**src/rtl/buf_uart_pkg.sv**
```systemverilog
package buf_uart_pkg;
  localparam int BYTE_W  = 8;
  localparam int ENTRY_W = 12;
  localparam int FLG_FRM = 8;
  localparam int FLG_PAR = 9;
  localparam int FLG_BRK = 10;
  localparam int FLG_OVR = 11;
  localparam logic [2:0] A_DATA = 3'd0, A_STAT = 3'd1, A_DIV = 3'd2, A_MASK = 3'd3,
                         A_CFG = 3'd4, A_INT = 3'd5, A_MODEM = 3'd6;
  localparam int INT_RX = 0, INT_TX = 1, INT_MDM = 2, INT_ERR = 3;

  typedef struct packed {
    logic              txPush;
    logic              rxPop;
    logic [BYTE_W-1:0] txByte;
  } uartStb_t;

  typedef enum logic [2:0] {RX_IDLE, RX_START, RX_DATA, RX_PAR, RX_STOP, RX_WAITHI} rxState_t;
endpackage

```
**src/rtl/buf_uart_fifo.sv**
```systemverilog
module buf_uart_fifo #(
  parameter int W     = 8,
  parameter int DEPTH = 16,
  localparam int PTR_W = $clog2(DEPTH),
  localparam int CNT_W = $clog2(DEPTH + 1)
) (
  input  logic             clk,
  input  logic             rstN,
  input  logic             push,
  input  logic [W-1:0]     pushData,
  input  logic             pop,
  output logic [W-1:0]     headData,
  output logic [CNT_W-1:0] count
);
  logic [W-1:0] mem [DEPTH];
  logic [PTR_W-1:0] wrPtr, rdPtr;
  logic doPush, doPop, isFull;

  assign isFull   = int'(count) == DEPTH;
  assign doPush   = push && !isFull;
  assign doPop    = pop && (count != '0);
  assign headData = mem[rdPtr];

  always_ff @(posedge clk) begin
    if (doPush) mem[wrPtr] <= pushData;
  end

  always_ff @(posedge clk) begin
    if (!rstN) begin
      wrPtr <= '0;
      rdPtr <= '0;
      count <= '0;
    end else begin
      if (doPush) wrPtr <= (wrPtr == PTR_W'(DEPTH - 1)) ? '0 : wrPtr + 1'b1;
      if (doPop)  rdPtr <= (rdPtr == PTR_W'(DEPTH - 1)) ? '0 : rdPtr + 1'b1;
      if (doPush && !doPop)      count <= count + 1'b1;
      else if (doPop && !doPush) count <= count - 1'b1;
    end
  end


  no_overflow_chk: assert property (@(posedge clk) disable iff (!rstN)
    (push && isFull && !pop) |=> $stable(count));
endmodule

```
**src/rtl/buf_uart_dp.sv**
```systemverilog
module buf_uart_dp
  import buf_uart_pkg::*;
#(
  parameter int DEPTH = 16,
  parameter int DIV_W = 16,
  localparam int CNT_W = $clog2(DEPTH + 1)
) (
  input  logic               clk,
  input  logic               rstN,
  input  uartStb_t           stb,
  input  logic [DIV_W-1:0]   div,
  input  logic               parEn,
  input  logic               parOdd,
  input  logic               rxd,
  output logic               txd,
  output logic [CNT_W-1:0]   txCount,
  output logic [CNT_W-1:0]   rxCount,
  output logic [ENTRY_W-1:0] rxHead,
  output logic               errEvent
);
  // transmit side
  logic [BYTE_W-1:0] txHead;
  logic txBusy, txPop, txTick;
  logic [10:0] txShift;
  logic [3:0] txBits, txPhase;
  logic [DIV_W-1:0] txCnt;

  buf_uart_fifo #(.W(BYTE_W), .DEPTH(DEPTH)) txQ (
    .clk, .rstN, .push(stb.txPush), .pushData(stb.txByte),
    .pop(txPop), .headData(txHead), .count(txCount));

  assign txTick = txCnt >= div;
  assign txPop  = !txBusy && (txCount != '0);
  assign txd    = txBusy ? txShift[0] : 1'b1;

  always_ff @(posedge clk) begin
    if (!rstN) begin
      txBusy <= 1'b0; txShift <= '1; txBits <= '0; txPhase <= '0; txCnt <= '0;
    end else if (txPop) begin
      txBusy  <= 1'b1;
      txShift <= {1'b1, parEn ? (^txHead ^ parOdd) : 1'b1, txHead, 1'b0};
      txBits  <= parEn ? 4'd11 : 4'd10;
      txPhase <= '0;
      txCnt   <= '0;
    end else begin
      txCnt <= txTick ? '0 : txCnt + 1'b1;
      if (txBusy && txTick) begin
        txPhase <= txPhase + 1'b1;
        if (txPhase == 4'd15) begin
          txShift <= {1'b1, txShift[10:1]};
          txBits  <= txBits - 1'b1;
          if (txBits == 4'd1) txBusy <= 1'b0;
        end
      end
    end
  end

  // receive side
  rxState_t rxState;
  logic rxM, rxS, rxTick, rxPush, rxFull, ovrPend, rxParBit;
  logic isBrk, frmErr, parErr;
  logic [3:0] rxPhase;
  logic [2:0] rxIdx;
  logic [BYTE_W-1:0] rxSh;
  logic [DIV_W-1:0] rxCnt;
  logic [ENTRY_W-1:0] rxEntry;

  buf_uart_fifo #(.W(ENTRY_W), .DEPTH(DEPTH)) rxQ (
    .clk, .rstN, .push(rxPush), .pushData(rxEntry),
    .pop(stb.rxPop), .headData(rxHead), .count(rxCount));

  assign rxTick   = rxCnt >= div;
  assign rxFull   = int'(rxCount) == DEPTH;
  assign rxPush   = rxTick && (rxState == RX_STOP) && (rxPhase == 4'd15);
  assign isBrk    = !rxS && (rxSh == '0) && !(parEn && rxParBit);
  assign frmErr   = !rxS && !isBrk;
  assign parErr   = parEn && !isBrk && (rxParBit != (^rxSh ^ parOdd));
  assign rxEntry  = {ovrPend, isBrk, parErr, frmErr, rxSh};
  assign errEvent = rxPush && (rxFull || ovrPend || isBrk || parErr || frmErr);

  always_ff @(posedge clk) begin
    if (!rstN) begin
      rxM <= 1'b1; rxS <= 1'b1; rxState <= RX_IDLE; rxPhase <= '0; rxIdx <= '0;
      rxSh <= '0; rxParBit <= 1'b0; ovrPend <= 1'b0; rxCnt <= '0;
    end else begin
      rxM   <= rxd;
      rxS   <= rxM;
      rxCnt <= rxTick ? '0 : rxCnt + 1'b1;
      if (rxPush) ovrPend <= rxFull;
      if (rxTick) begin
        rxPhase <= rxPhase + 1'b1;
        case (rxState)
          RX_IDLE: if (!rxS) begin rxState <= RX_START; rxPhase <= '0; end
          RX_START: if (rxPhase == 4'd7) begin
            rxPhase <= '0; rxIdx <= '0;
            rxState <= rxS ? RX_IDLE : RX_DATA;
          end
          RX_DATA: if (rxPhase == 4'd15) begin
            rxSh  <= {rxS, rxSh[BYTE_W-1:1]};
            rxIdx <= rxIdx + 1'b1;
            if (rxIdx == 3'd7) rxState <= parEn ? RX_PAR : RX_STOP;
          end
          RX_PAR: if (rxPhase == 4'd15) begin rxParBit <= rxS; rxState <= RX_STOP; end
          RX_STOP: if (rxPhase == 4'd15) rxState <= rxS ? RX_IDLE : RX_WAITHI;
          RX_WAITHI: if (rxS) rxState <= RX_IDLE;
          default: rxState <= RX_IDLE;
        endcase
      end
    end
  end


  tx_start_low_chk: assert property (@(posedge clk) disable iff (!rstN)
    $rose(txBusy) |-> !txd);

  brk_hold_chk: assert property (@(posedge clk) disable iff (!rstN)
    (rxState == RX_WAITHI && !rxS) |=> rxState == RX_WAITHI);

  no_par_flag_chk: assert property (@(posedge clk) disable iff (!rstN)
    (rxPush && !parEn) |-> !rxEntry[FLG_PAR]);

  overrun_mark_chk: assert property (@(posedge clk) disable iff (!rstN)
    (rxPush && rxFull) |=> ovrPend);
endmodule

```
**src/rtl/buf_uart_ctrl.sv**
```systemverilog
module buf_uart_ctrl
  import buf_uart_pkg::*;
#(
  parameter int DEPTH   = 16,
  parameter int DIV_W   = 16,
  parameter int HOST_W  = 16,
  parameter int DEF_DIV = 6,
  localparam int CNT_W = $clog2(DEPTH + 1)
) (
  input  logic               clk,
  input  logic               rstN,
  input  logic [2:0]         addr,
  input  logic               wrEn,
  input  logic               rdEn,
  input  logic [HOST_W-1:0]  wrData,
  output logic [HOST_W-1:0]  rdData,
  input  logic [3:0]         modemIn,
  output logic               irq,
  output uartStb_t           stb,
  output logic [DIV_W-1:0]   div,
  output logic               parEn,
  output logic               parOdd,
  input  logic [CNT_W-1:0]   txCount,
  input  logic [CNT_W-1:0]   rxCount,
  input  logic [ENTRY_W-1:0] rxHead,
  input  logic               errEvent
);
  logic [3:0] mask, mM, mSync, mPrev, rawInt;
  logic [4:0] rxLevel, txLevel;
  logic txOvf, modemSticky, errSticky, txFullF, intClr;

  assign txFullF    = int'(txCount) == DEPTH;
  assign intClr     = wrEn && (addr == A_INT);
  assign stb.txPush = wrEn && (addr == A_DATA);
  assign stb.rxPop  = rdEn && (addr == A_DATA);
  assign stb.txByte = wrData[BYTE_W-1:0];

  assign rawInt[INT_RX]  = int'(rxCount) >= int'(rxLevel);
  assign rawInt[INT_TX]  = int'(txCount) <= int'(txLevel);
  assign rawInt[INT_MDM] = modemSticky;
  assign rawInt[INT_ERR] = errSticky;
  assign irq = |(rawInt & mask);

  always_ff @(posedge clk) begin
    if (!rstN) begin
      div <= DIV_W'(DEF_DIV); mask <= '0; rxLevel <= 5'd1; txLevel <= '0;
      parEn <= 1'b0; parOdd <= 1'b0; txOvf <= 1'b0; modemSticky <= 1'b0;
      errSticky <= 1'b0; mM <= '0; mSync <= '0; mPrev <= '0;
    end else begin
      mM <= modemIn; mSync <= mM; mPrev <= mSync;
      if (wrEn) begin
        case (addr)
          A_DIV:  div  <= wrData[DIV_W-1:0];
          A_MASK: mask <= wrData[3:0];
          A_CFG:  {parOdd, parEn, txLevel, rxLevel} <= wrData[11:0];
          default: ;
        endcase
      end
      if (stb.txPush && txFullF)                       txOvf <= 1'b1;
      else if (wrEn && addr == A_STAT && wrData[0])    txOvf <= 1'b0;
      if (mSync != mPrev)                              modemSticky <= 1'b1;
      else if (intClr && wrData[INT_MDM])              modemSticky <= 1'b0;
      if (errEvent)                                    errSticky <= 1'b1;
      else if (intClr && wrData[INT_ERR])              errSticky <= 1'b0;
    end
  end

  always_comb begin
    rdData = '0;
    case (addr)
      A_DATA:  rdData = HOST_W'(rxHead);
      A_STAT:  rdData[4:0] = {txOvf, int'(rxCount) == DEPTH, rxCount == '0, txFullF, txCount == '0};
      A_DIV:   rdData = HOST_W'(div);
      A_MASK:  rdData[3:0] = mask;
      A_CFG:   rdData[11:0] = {parOdd, parEn, txLevel, rxLevel};
      A_INT:   rdData[3:0] = rawInt;
      A_MODEM: rdData[3:0] = mSync;
      default: ;
    endcase
  end


  tx_ovf_set_chk: assert property (@(posedge clk) disable iff (!rstN)
    (stb.txPush && txFullF) |=> txOvf);

  masked_quiet_chk: assert property (@(posedge clk) disable iff (!rstN)
    (mask == '0) |-> !irq);

  modem_hold_chk: assert property (@(posedge clk) disable iff (!rstN)
    (modemSticky && !(intClr && wrData[INT_MDM])) |=> modemSticky);
endmodule

```
**src/rtl/buf_uart.sv**
```systemverilog
module buf_uart
  import buf_uart_pkg::*;
#(
  parameter int DEPTH   = 16,
  parameter int DIV_W   = 16,
  parameter int HOST_W  = 16,
  parameter int DEF_DIV = 6,
  localparam int CNT_W = $clog2(DEPTH + 1)
) (
  input  logic              clk,
  input  logic              rstN,
  input  logic [2:0]        addr,
  input  logic              wrEn,
  input  logic              rdEn,
  input  logic [HOST_W-1:0] wrData,
  output logic [HOST_W-1:0] rdData,
  input  logic              rxd,
  output logic              txd,
  input  logic [3:0]        modemIn,
  output logic              irq
);
  uartStb_t stb;
  logic [DIV_W-1:0] div;
  logic parEn, parOdd, errEvent;
  logic [CNT_W-1:0] txCount, rxCount;
  logic [ENTRY_W-1:0] rxHead;

  buf_uart_ctrl #(.DEPTH(DEPTH), .DIV_W(DIV_W), .HOST_W(HOST_W), .DEF_DIV(DEF_DIV)) ctrl (
    .clk, .rstN, .addr, .wrEn, .rdEn, .wrData, .rdData, .modemIn, .irq,
    .stb, .div, .parEn, .parOdd, .txCount, .rxCount, .rxHead, .errEvent);

  buf_uart_dp #(.DEPTH(DEPTH), .DIV_W(DIV_W)) dp (
    .clk, .rstN, .stb, .div, .parEn, .parOdd, .rxd, .txd,
    .txCount, .rxCount, .rxHead, .errEvent);
endmodule

```
**config.mk**
```make
export PLATFORM = sky130hd
export DESIGN_NAME = buf_uart
export DESIGN_NICKNAME = d
export VERILOG_FILES = /design/src/rtl/buf_uart_pkg.sv /design/src/rtl/buf_uart_fifo.sv /design/src/rtl/buf_uart_dp.sv /design/src/rtl/buf_uart_ctrl.sv /design/src/rtl/buf_uart.sv
export SDC_FILE = /design/constraint.sdc
export NUM_CORES = 1
export LEC_CHECK = 0
export BUFFER_PORTS_ARGS = -buffer_cell sky130_fd_sc_hd__buf_4
export CAP_MARGIN = 10
export CORE_MARGIN = 4
export CORE_UTILIZATION = 59
export CTS_BUF_LIST = sky130_fd_sc_hd__clkbuf_8
export CTS_CLUSTER_DIAMETER = 30
export CTS_CLUSTER_SIZE = 14
export DETAILED_ROUTE_END_ITERATION = 6
export GPL_TIMING_DRIVEN = 1
export PLACE_DENSITY = 0.79
export SLEW_MARGIN = 10
export SYNTH_ARGS = -nofsm -noshare
export SYNTH_HDL_FRONTEND = slang
export SYNTH_HIERARCHICAL = 1
export SYNTH_SLANG_ARGS = --single-unit
```
**constraint.sdc**
```tcl
create_clock -name clk -period 3.5 [get_ports clk]
set_input_delay 0.7 -clock clk [delete_from_list [all_inputs] [get_ports clk]]
set_output_delay 0.7 -clock clk [all_outputs]
set_load 0.05 [all_outputs]
```
==> results.md, run 1 <==
- Status: finished, violations left
- Failing checks: setup timing
- Crit end category: output pin
- Crit-path cells: buf_12 -> buf_8 -> mux4_2 -> a22oi_2 -> nand2_2 -> mux2i_1 -> o21ai_1 -> mux2i_1 -> o211ai_1 -> buf_4
- Global-route wire length before repair: 75.7 mm
- CTS tree: done
- CP dominant cell by count: mux2i_1
- H-Tree Depth: 3
- Global-route total usage across every layer: 25.3%
- DIE WIDTH: 196 um
- RSZ-0062 raised after global routing: yes
- EDFF count, synth: 320
- Placed insts: 2015
- Fin crit share: 103%
- Initial antenna violation count: 2
- Largest stage delay, worst path: 0.51 ns
- Core area: 34700 um2
- Peak Freq: 277 MHz
- Slowest CP cell: mux4_2
- Clock sinks: 474
- Most common cell in the netlist: edfxtp_1
- Post-route insts no fill: 2186
- Post-DP HPWL: 31.3 mm
- Min Hold Slack: 0.251 ns
- Total die area: 38400 um2
- Ys flop type: edfxtp_1
- Cells after synthesis: 1537
- Peak supply drop: 0.494 mV
- FFs w/ async S/R, synth: 0%
- Placed cell area: 21800 um2
- Fin area: 24100 um2
- Top cells by count, synth: edfxtp_1 (320), nand2_1 (155), dfxtp_1 (154)
- Vias in the first global route: 13700
- Layout cell share with drive strength beyond 1: 23.1%
- Seq/Total Area, Yosys: 60.9%
- Total CTS buffers: 88
- CTS Hold Bufs: 0
- Power density cells: 554 nW/um2
- Met1 usage: 32.3%
- Syn-to-layout area delta: 15.6%
- Post-Syn Nets: 1640
- Yosys reg bits: 474
- Yosys top cell by area: edfxtp_1
- Final Hold Fails: 0
- Initial DRC count: 1091
- Longest Clk Path Bufs: 3
- Setup violations, final: 12
- CTS Root Buffer Type: clkbuf_8
- WP data arrival: 2.92 ns
- Worst slack at placement: 0.0925 ns
- Post-DRT Antenna Nets: 0
- Top cell type's share of synthesized area: 46.1%
- Nets: 1759
- Met2 usage: 42.4%
- WS Path Type: reg -> out
- Final critical-path required period: 3.62 ns
- Crit start category: flop
- Worst-Skew Late Latency: 0.64 ns
- Mapped cell area: 20800 um2
- FP Rows: 68
- Worst setup margin: -0.116 ns
- Largest net degree at the start of global routing: 46
- Worst-path clk slew: 0.06 ns
- YS warnings: 6
- Initial Util: 60.0%
- Die Y: 196 um
- Routed via count: 13200
- Detailed-route vias per instance: 6.05
- Worst EP required: 2.80 ns
- Top Usage Layer GRT: met2
- DRC: 0
- RD Place Congestion: 0.859
- WL per Instance: 22.0 um
- Drt total wl: 48.1 mm
- GR Util met3: 5.31%
- Pre-antenna DRT Iters: 5
- Total gr overflow: 0
- Max FO, Critical Path: 5
- Num ports: 46
- Worst Tran Pin Value: 0.866 ns
- Ranking of synthesized cells by area: edfxtp_1 (46%), dfxtp_1 (15%), mux4_2 (8.8%)
- CP top delay family: multiplexers
- Number of diodes: 0
- Max_cap viols: 0
- Hold Path Class: in -> reg
- Setup Skew: 0.0272 ns
- Port Buffer Count: 45
- Mapped Avg Cell Area: 13.6 um2
- Worst path buffer plus inverter count: 3
- Max_slew headroom: 42.1%
- Fin. max-slew vios: 0
- Lkg Pwr: 8.18 nW
- Distinct cells, synth: 81
placed cells by master, fill, tap and decap left out, drive strengths merged, types with 32 or more instances in the layout:
cell	Yosys	layout
and2	44	44
mux2i	43	43
dfxtp	154	154
a21oi	46	46
ha	73	73
xnor2	40	40
clkbuf	38	94
a21boi	32	32
nand2	155	155
mux4	81	81
nor2	86	86
clkinv	1	32
edfxtp	320	320
nand3	40	40
buf	36	103
inv	71	84
a22oi	41	41
per-layer routing:
layer | share of wire (%) | wire length (um)
met2 | 50 | 24100
met3 | 7.3 | 3530
met4 | 3.9 | 1850
met1 | 39 | 18600
met5 | 0.044 | 21
path summary, 6_finish.rpt:
path / start / endpoint / slack [ns] / cells after the start
max: flop / rdData[2] / -0.12 / 10
min: rxd / dp/rxM / 0.25 / 2
max reg2reg: ctrl/div[6] / dp/rxQ/count[4] / 0.18 / 15
min reg2reg: dp/rxM / dp/rxS / 0.41 / 1
metrics by stage:
stage	utilization [%]	power [W]	TNS [ns]
2_1_floorplan	-	0.00712	0
3_3_place_gp	62.9	0.00743	0
3_5_place_dp	62.9	0.00748	0
4_1_cts	69.2	0.0134	-1.37
5_1_grt	69.4	0.0139	-2.49
6_report	69.4	0.0134	-0.681
where the power goes:
part | switching, W | leakage [nW] | internal, W | total, W
sequential | 0.000133 | 3.99 | 0.00605 | 0.00618
combinational | 0.000695 | 3.17 | 0.000518 | 0.00121
clock | 0.00245 | 1.03 | 0.00352 | 0.00597
cell families after synthesis:
kind of cell | count (synthesis) | share of synthesized area (%)
AO/OA/AOI/OAI | 223 | 7.90
buffers and inverters | 146 | 3.07
adder cells (fa/ha/maj) | 75 | 4.57
AND/OR/NAND/NOR | 438 | 10.3
flip-flops | 474 | 60.9
multiplexers | 125 | 10.9
XOR/XNOR | 56 | 2.35
area by class of cell:
class                   instances  area, um2
clock buffers                  94       1290
clock inverters                71        737
repair buffers                103        886
well taps                     455        569
fillers                      2239      10600
multi-input cells             917       7650
inverters                      72        270
flip-flops and latches        474      12700
flip-flops by register name, indices dropped and copies added, names as in the netlist, 5 cells and up, named ones only:
register / flops
dp/rxQ/mem: 192
dp/txQ/mem: 128
ctrl/div: 16
dp/rxCnt: 16
dp/txCnt: 16
dp/txShift: 10
dp/rxSh: 8
ctrl/rxLevel: 5
ctrl/txLevel: 5
dp/rxQ/count: 5
dp/txQ/count: 5
repair_timing:
action / 4_1_cts / 5_1_grt
resized for setup: 34 / 17
pin swaps: 8 / 4
buffers inserted: 6 / 0
setup endpoints to repair: 12 / 14
Power figures use the tool's default switching activity.
==> inputs of run 2 (changes only) <==
CORE_UTILIZATION = 65   (was 59)
PLACE_DENSITY = 0.82   (was 0.79)
clock period = 3.8 ns   (was 3.5 ns; I/O delays follow)
==> run 2 against run 1 <==
Compared with the run above:
- the flow now finishes without violations
- first-iteration DRC count up 38%
- sequential power down 8.1%
- clock power down 12%
- combinational power down 8%
- non-clock buffer count up 2
- cell count down 3.1%
- register-to-register slack better by 0.15 ns
- core utilization up 6.5 points
- largest cell class unchanged
- highest routed layer is now met4
==> results.md, run 2 (synthesized netlist as in run 1, its figures left out) <==
- Status: complete, no violations
- CTS Root Buffer Type: clkbuf_8
- Pre-antenna DRT Iters: 7 (+2)
- Crit start category: flop
- Peak supply drop: 0.570 mV (+16%)
- Max reg flops: 192 (unchanged)
- Largest stage delay, worst path: 0.51 ns (about the same)
- Nets: 1754 (-0.28%)
- DRC: 0 (unchanged)
- Routed via count: 13400 (+1.5%)
- WL per Instance: 23.6 um (+7.0%)
- WP data arrival: 3.04 ns (+0.12 ns)
- Worst Tran Pin Value: 1.20 ns (+0.338 ns)
- Commonest non-fill, non-tap cells in the layout: edfxtp_1 (320), nand2_1 (151), dfxtp_1 (151)
- Fin util: 75.9% (+6.5 points)
- CTS tree: done
- Initial DRC count: 1503 (+38%)
- Syn-to-layout area delta: 15.0%
- Peak Freq: 263 MHz
- Power density cells: 502 nW/um2 (-9.4%)
- Initial antenna violation count: 1 (-1)
- Sequential Area: 12700 um2 (about the same)
- Detailed-route vias per instance: 6.34 (+4.7%)
- Final critical-path required period: 3.80 ns
- Layout cell share with drive strength beyond 1: 23.3% (+0.20 points)
- Die Y: 187 um (-4.5%)
- Worst R2R Start: ctrl/div[13]
- WS Path Type: reg -> out
- RSZ-0062 raised after global routing: yes
- Post-DRT Antenna Nets: 0 (unchanged)
- Slowest CP cell: mux4_2
- FP Rows: 65 (-4.4%)
- Drt total wl: 49.9 mm (+3.7%)
- Worst slack at placement: 0.294 ns (+0.202 ns)
- Port Buffer Count: 45 (unchanged)
- Total CTS buffers: 81 (-8.0%)
- Longest Clk Path Bufs: 3 (unchanged)
- Worst EP required: 3.04 ns (+0.24 ns)
- Post-DP HPWL: 31.1 mm (-0.74%)
- Max FO, Critical Path: 8 (+3)
- Leading cell type in the layout, fill and taps excluded: edfxtp_1
- Fin. max-slew vios: 0 (unchanged)
- Total gr overflow: 0 (unchanged)
- Crit end category: output pin
- Multi-input logic area: 7680 um2 (+0.43%)
- H-Tree Depth: 3 (unchanged)
- Vias in the first global route: 13500 (-1.2%)
- Top Registers: dp/rxQ/mem: 192 flops, dp/txQ/mem: 128 flops
- Fillers: 1823 (-19%)
- Max_slew headroom: 19.5% (-23 points)
- Largest net degree at the start of global routing: 52 (+13%)
- Core area: 31600 um2 (-9.1%)
- Setup Skew: 0.0475 ns (+0.0202 ns)
- Lkg Pwr: 8.17 nW (-0.12%)
- Worst-path clk slew: 0.06 ns (about the same)
- Final Hold Fails: 0 (unchanged)
- CTS Hold Bufs: 0 (unchanged)
- DIE WIDTH: 187 um (-4.5%)
- Global-route wire length before repair: 76.8 mm (+1.5%)
- Setup violations, final: 0 (-12)
- Max_cap viols: 0 (unchanged)
- Worst setup margin: 0.00178 ns (+0.118 ns)
- Num ports: 46 (unchanged)
- Fin crit share: 100%
- Most flops, register: dp/rxQ/mem
- Crit-path cells: buf_12 -> mux4_2 -> a22oi_2 -> nand2_2 -> mux4_2 -> mux2i_1 -> o21ai_2 -> buf_6
- Hold Path Class: in -> reg
- RD Place Congestion: 0.870 (+1.2%)
- Hold Startpoint: rxd
- Clock sinks: 474 (unchanged)
- Initial Util: 66.1% (+6.0 points)
- Worst-Skew Late Latency: 0.64 ns (about the same)
- Total die area: 35000 um2 (-8.9%)
- Global-route total usage across every layer: 28.0% (+2.7 points)
- CP dominant cell by count: mux4_2
[run 2: cell types whose count changed in the layout (fill, tap and decap cells not counted), sizes merged]
cell	before	now
bufinv	13	10
inv	84	93
clkinvlp	14	6
clkbuf	94	91
clkinv	32	21
buf	103	104
diode	0	1
[run 2: per-stage QoR]
step                      area [um2]  power (W)  instances  hold slack [ns]  TNS [ns]
final                          24000     0.0120       2119            0.314         0
after global routing           24000     0.0125       2119            0.307    -0.293
after CTS                      23700     0.0121       2103            0.290   -0.0572
after detailed placement       21700    0.00687       1948            0.398         0
after global placement         21700    0.00683       1948            0.391         0
after floorplan                20800    0.00656       1537            0.386         0
[run 2: metal layers]
layer | vias to the layer above | GRT usage, % | share of wire, %
li1 | 5984 | - | -
met1 | 6676 | 36.5 | 38
met3 | 130 | 5.24 | 7.4
met5 | - | 0 | 0
met2 | 642 | 47.7 | 51
met4 | 0 | 10.2 | 3.4
[run 2: timing repair]
| action | 4_1_cts | 5_1_grt |
|---|---|---|
| gates resized for setup | 14 | 33 |
| setup endpoints to repair | 8 | 13 |
| buffers inserted | 6 | 15 |
| pin swaps | 2 | 11 |
| gates cloned | 1 | 1 |
[run 2: final cells by class]
type,count,share of cell area [%]
Antenna cell,1,0.0104
Clock buffer,90,5.17
Clock inverter,58,2.70
Inverter,72,1.13
Multi-Input combinational cell,917,32.0
Sequential cell,474,53.0
Tap cell,402,2.10
Timing Repair Buffer,105,3.85
[run 2: report_power, final]
group / internal (W) / total, W / leakage (nW) / switching [W]
Clock: 0.00297 / 0.00524 / 0.977 / 0.00227
Combinational: 0.000470 / 0.00111 / 3.21 / 0.000642
Sequential: 0.00557 / 0.00568 / 3.99 / 0.000116
Total: 0.00901 / 0.0120 / 8.17 / 0.00303
[run 2: path summary, 6_finish.rpt]
check                                  endpoint  slack (ns)  cells after the start
worst max-delay path                  rdData[3]       0.002                      8
worst min-delay path                     dp/rxM        0.31                      2
worst max register to register  dp/rxQ/count[4]        0.33                     16
worst min register to register           dp/rxS        0.41                      1
[run 2: critical path, delay by kind of cell, from the launching register on]
family	cells	cell delay (ns)
mux	3	1.16
compound gates	2	0.34
simple gates	1	0.13
flops	1	0.44
buf+inv	2	0.33
==> inputs of run 3 (changes only) <==
CORE_UTILIZATION = 40   (was 65)
PLACE_DENSITY = not set   (was 0.82)
==> run 3 against run 2 <==
Compared with the run above:
- design area increased by 3.1%
- critical path depth is 1 higher
- die area rose by 60%
- core utilization down 28 points
- cell count grew 14%
- flip-flop and latch count unchanged
- via count is 4.4% lower
==> results.md, run 3 (synthesized netlist as in run 1, its figures left out) <==
- Commonest non-fill, non-tap cells in the layout: edfxtp_1 (320), nand2_1 (152), dfxtp_1 (151)
- Crit-path cells: buf_12 -> bufbuf_16 -> mux4_2 -> a22oi_1 -> nand2_1 -> a21oi_1 -> a221oi_1 -> a211o_1 -> buf_6
- Fin area: 24700 um2 (+3.1%)
- Post-DP HPWL: 31.7 mm (+2.0%)
- Initial DRC count: 794 (-47%)
- WP data arrival: 3.03 ns (about the same)
- Clock sinks: 474 (unchanged)
- Global-route total usage across every layer: 16.9% (-11 points)
- Longest Clk Path Bufs: 3 (unchanged)
- Fin. max-slew vios: 0 (unchanged)
- Max reg flops: 192 (unchanged)
- Placed cell area: 22100 um2 (+1.8%)
- Max_cap viols: 0 (unchanged)
- Vias in the first global route: 12900 (-4.0%)
- Drt total wl: 47.6 mm (-4.7%)
- WS Path Type: reg -> out
- Worst-path clk slew: 0.06 ns (about the same)
- Setup violations, final: 0 (unchanged)
- Post-route insts no fill: 2423 (+14%)
- Number of diodes: 0 (-1)
- RSZ-0062 raised after global routing: yes
- Post-DRT Antenna Nets: 0 (unchanged)
- Hold path endpoint: dp/rxM
- Worst Tran Pin Value: 1.03 ns (-0.174 ns)
- Worst hold stages: 2 (unchanged)
- Largest net degree at the start of global routing: 94 (+81%)
- Layout cell share with drive strength beyond 1: 23.8% (+0.50 points)
- FP Rows: 83 (+28%)
- Lkg Pwr: 8.37 nW (+2.4%)
- CTS Root Buffer Type: clkbuf_8
- RD Place Congestion: 0.802 (-7.8%)
- Detailed-route vias per instance: 5.30 (-16%)
- DRC: 0 (unchanged)
- Worst reg-to-reg setup slack: 0.30 ns (-0.03 ns)
- Worst setup margin: 0.00954 ns (+0.00777 ns)
- Slowest CP cell: mux4_2
- Reg2reg path depth: 16 (unchanged)
- Peak supply drop: 0.356 mV (-38%)
- Port Buffer Count: 45 (unchanged)
- Largest stage delay, worst path: 0.51 ns (about the same)
- Core area: 51400 um2 (+63%)
- Die Y: 236 um (+26%)
- Worst R2R Start: ctrl/div[13]
- Initial antenna violation count: 0 (-1)
- Total CTS buffers: 100 (+23%)
- Nets: 1762 (+0.46%)
- Final Hold Fails: 0 (unchanged)
- Num ports: 46 (unchanged)
- Reg-to-reg endpoint: dp/rxQ/count[4]
- Pre-antenna DRT Iters: 4 (-3)
- Hold Path Class: in -> reg
- Most flops, register: dp/rxQ/mem
- Leading cell type in the layout, fill and taps excluded: edfxtp_1
- Top Registers: dp/rxQ/mem: 192 flops, dp/txQ/mem: 128 flops
- Worst slack at placement: 0.281 ns (-0.0128 ns)
- Peak Freq: 264 MHz (+0.20%)
- Routed via count: 12800 (-4.4%)
- Max_slew headroom: 31.0% (+12 points)
- Hold Startpoint: rxd
- H-Tree Depth: 3 (unchanged)
- CTS Hold Bufs: 0 (unchanged)
- Power density cells: 527 nW/um2 (+4.9%)
- Worst EP required: 3.04 ns (about the same)
- Final critical-path required period: 3.79 ns (-0.00777 ns)
- Global-route wire length before repair: 74.1 mm (-3.5%)
- WL per Instance: 19.6 um (-17%)
- Fin crit share: 99.7% (-0.20 points)
- Power after layout: 0.0130 W (+8.2%)
- Status: complete, no violations
- DIE WIDTH: 236 um (+26%)
- Syn-to-layout area delta: 18.6%
- Setup Skew: 0.0316 ns (-0.0159 ns)
- CTS tree: done
- Initial Util: 40.5% (-26 points)
- Crit end category: output pin
- Total gr overflow: 0 (unchanged)
- Worst-Skew Late Latency: 0.69 ns (+0.05 ns)
- Placed insts: 2229 (+14%)
- Total die area: 55800 um2 (+60%)
- Min Hold Slack: 0.265 ns (-0.0491 ns)
- Crit start category: flop
- Max FO, Critical Path: 11 (+3)
-- run 3: final cells by class --
cell class	instances	area (um2)
fill	4466	26700
sequential	474	12700
multi-input combinational	917	7660
clock buffer	113	1560
timing repair buffer	94	855
tap	680	851
clock inverter	73	825
inverter	72	270
-- run 3: timing repair --
action | in CTS | in global routing
endpoints found under the setup margin | 12 | 13
gates cloned | 1 | 0
setup buffers | 7 | 0
endpoints found under the hold margin | 0 | 0
pin swaps | 5 | 3
resized for setup | 36 | 9
-- run 3: per-layer routing --
layer,global-route usage (%),wire (um),vias to the layer above
met5,0,0,-
met4,5.61,1210,0
met3,3.91,2400,97
met2,27.1,22500,319
met1,22.8,21400,6419
li1,-,-,6008
-- run 3: worst max-delay path by stage --
| stage | start | endpoint | slack (ns) | cells past startpoint |
|---|---|---|---|---|
| global placement | ctrl/div[13] | dp/rxQ/count[4] | 0.32 | 16 |
| detailed placement | ctrl/div[13] | dp/rxQ/count[4] | 0.28 | 15 |
| finish | flop | rdData[1] | 0.01 | 9 |
| CTS | flop | rdData[1] | -0.05 | 9 |
| global route | flop | rdData[10] | -0.13 | 10 |
| floorplan | dp/rxSh[2] | ctrl/errSticky | 0.06 | 9 |
-- run 3: stage by stage --
stage / setup TNS (ns) / util (%)
after floorplan: 0 / -
after global placement: 0 / 42.9
after detailed placement: 0 / 42.9
after CTS: -0.230 / 48.0
after global routing: -1.30 / 48.1
final: 0 / 48.1
-- run 3: worst max-delay path: cells and delay by family (launching register included) --
family          cells  cell delay [ns]
compound gates      4             0.74
buf+inv             3             0.60
flops               1             0.36
mux                 1             0.51
simple gates        1             0.12
-- run 3: power breakdown --
group	switching (W)	internal, W
Clock	0.00247	0.00378
Combinational	0.000636	0.000467
Sequential	0.000103	0.00557
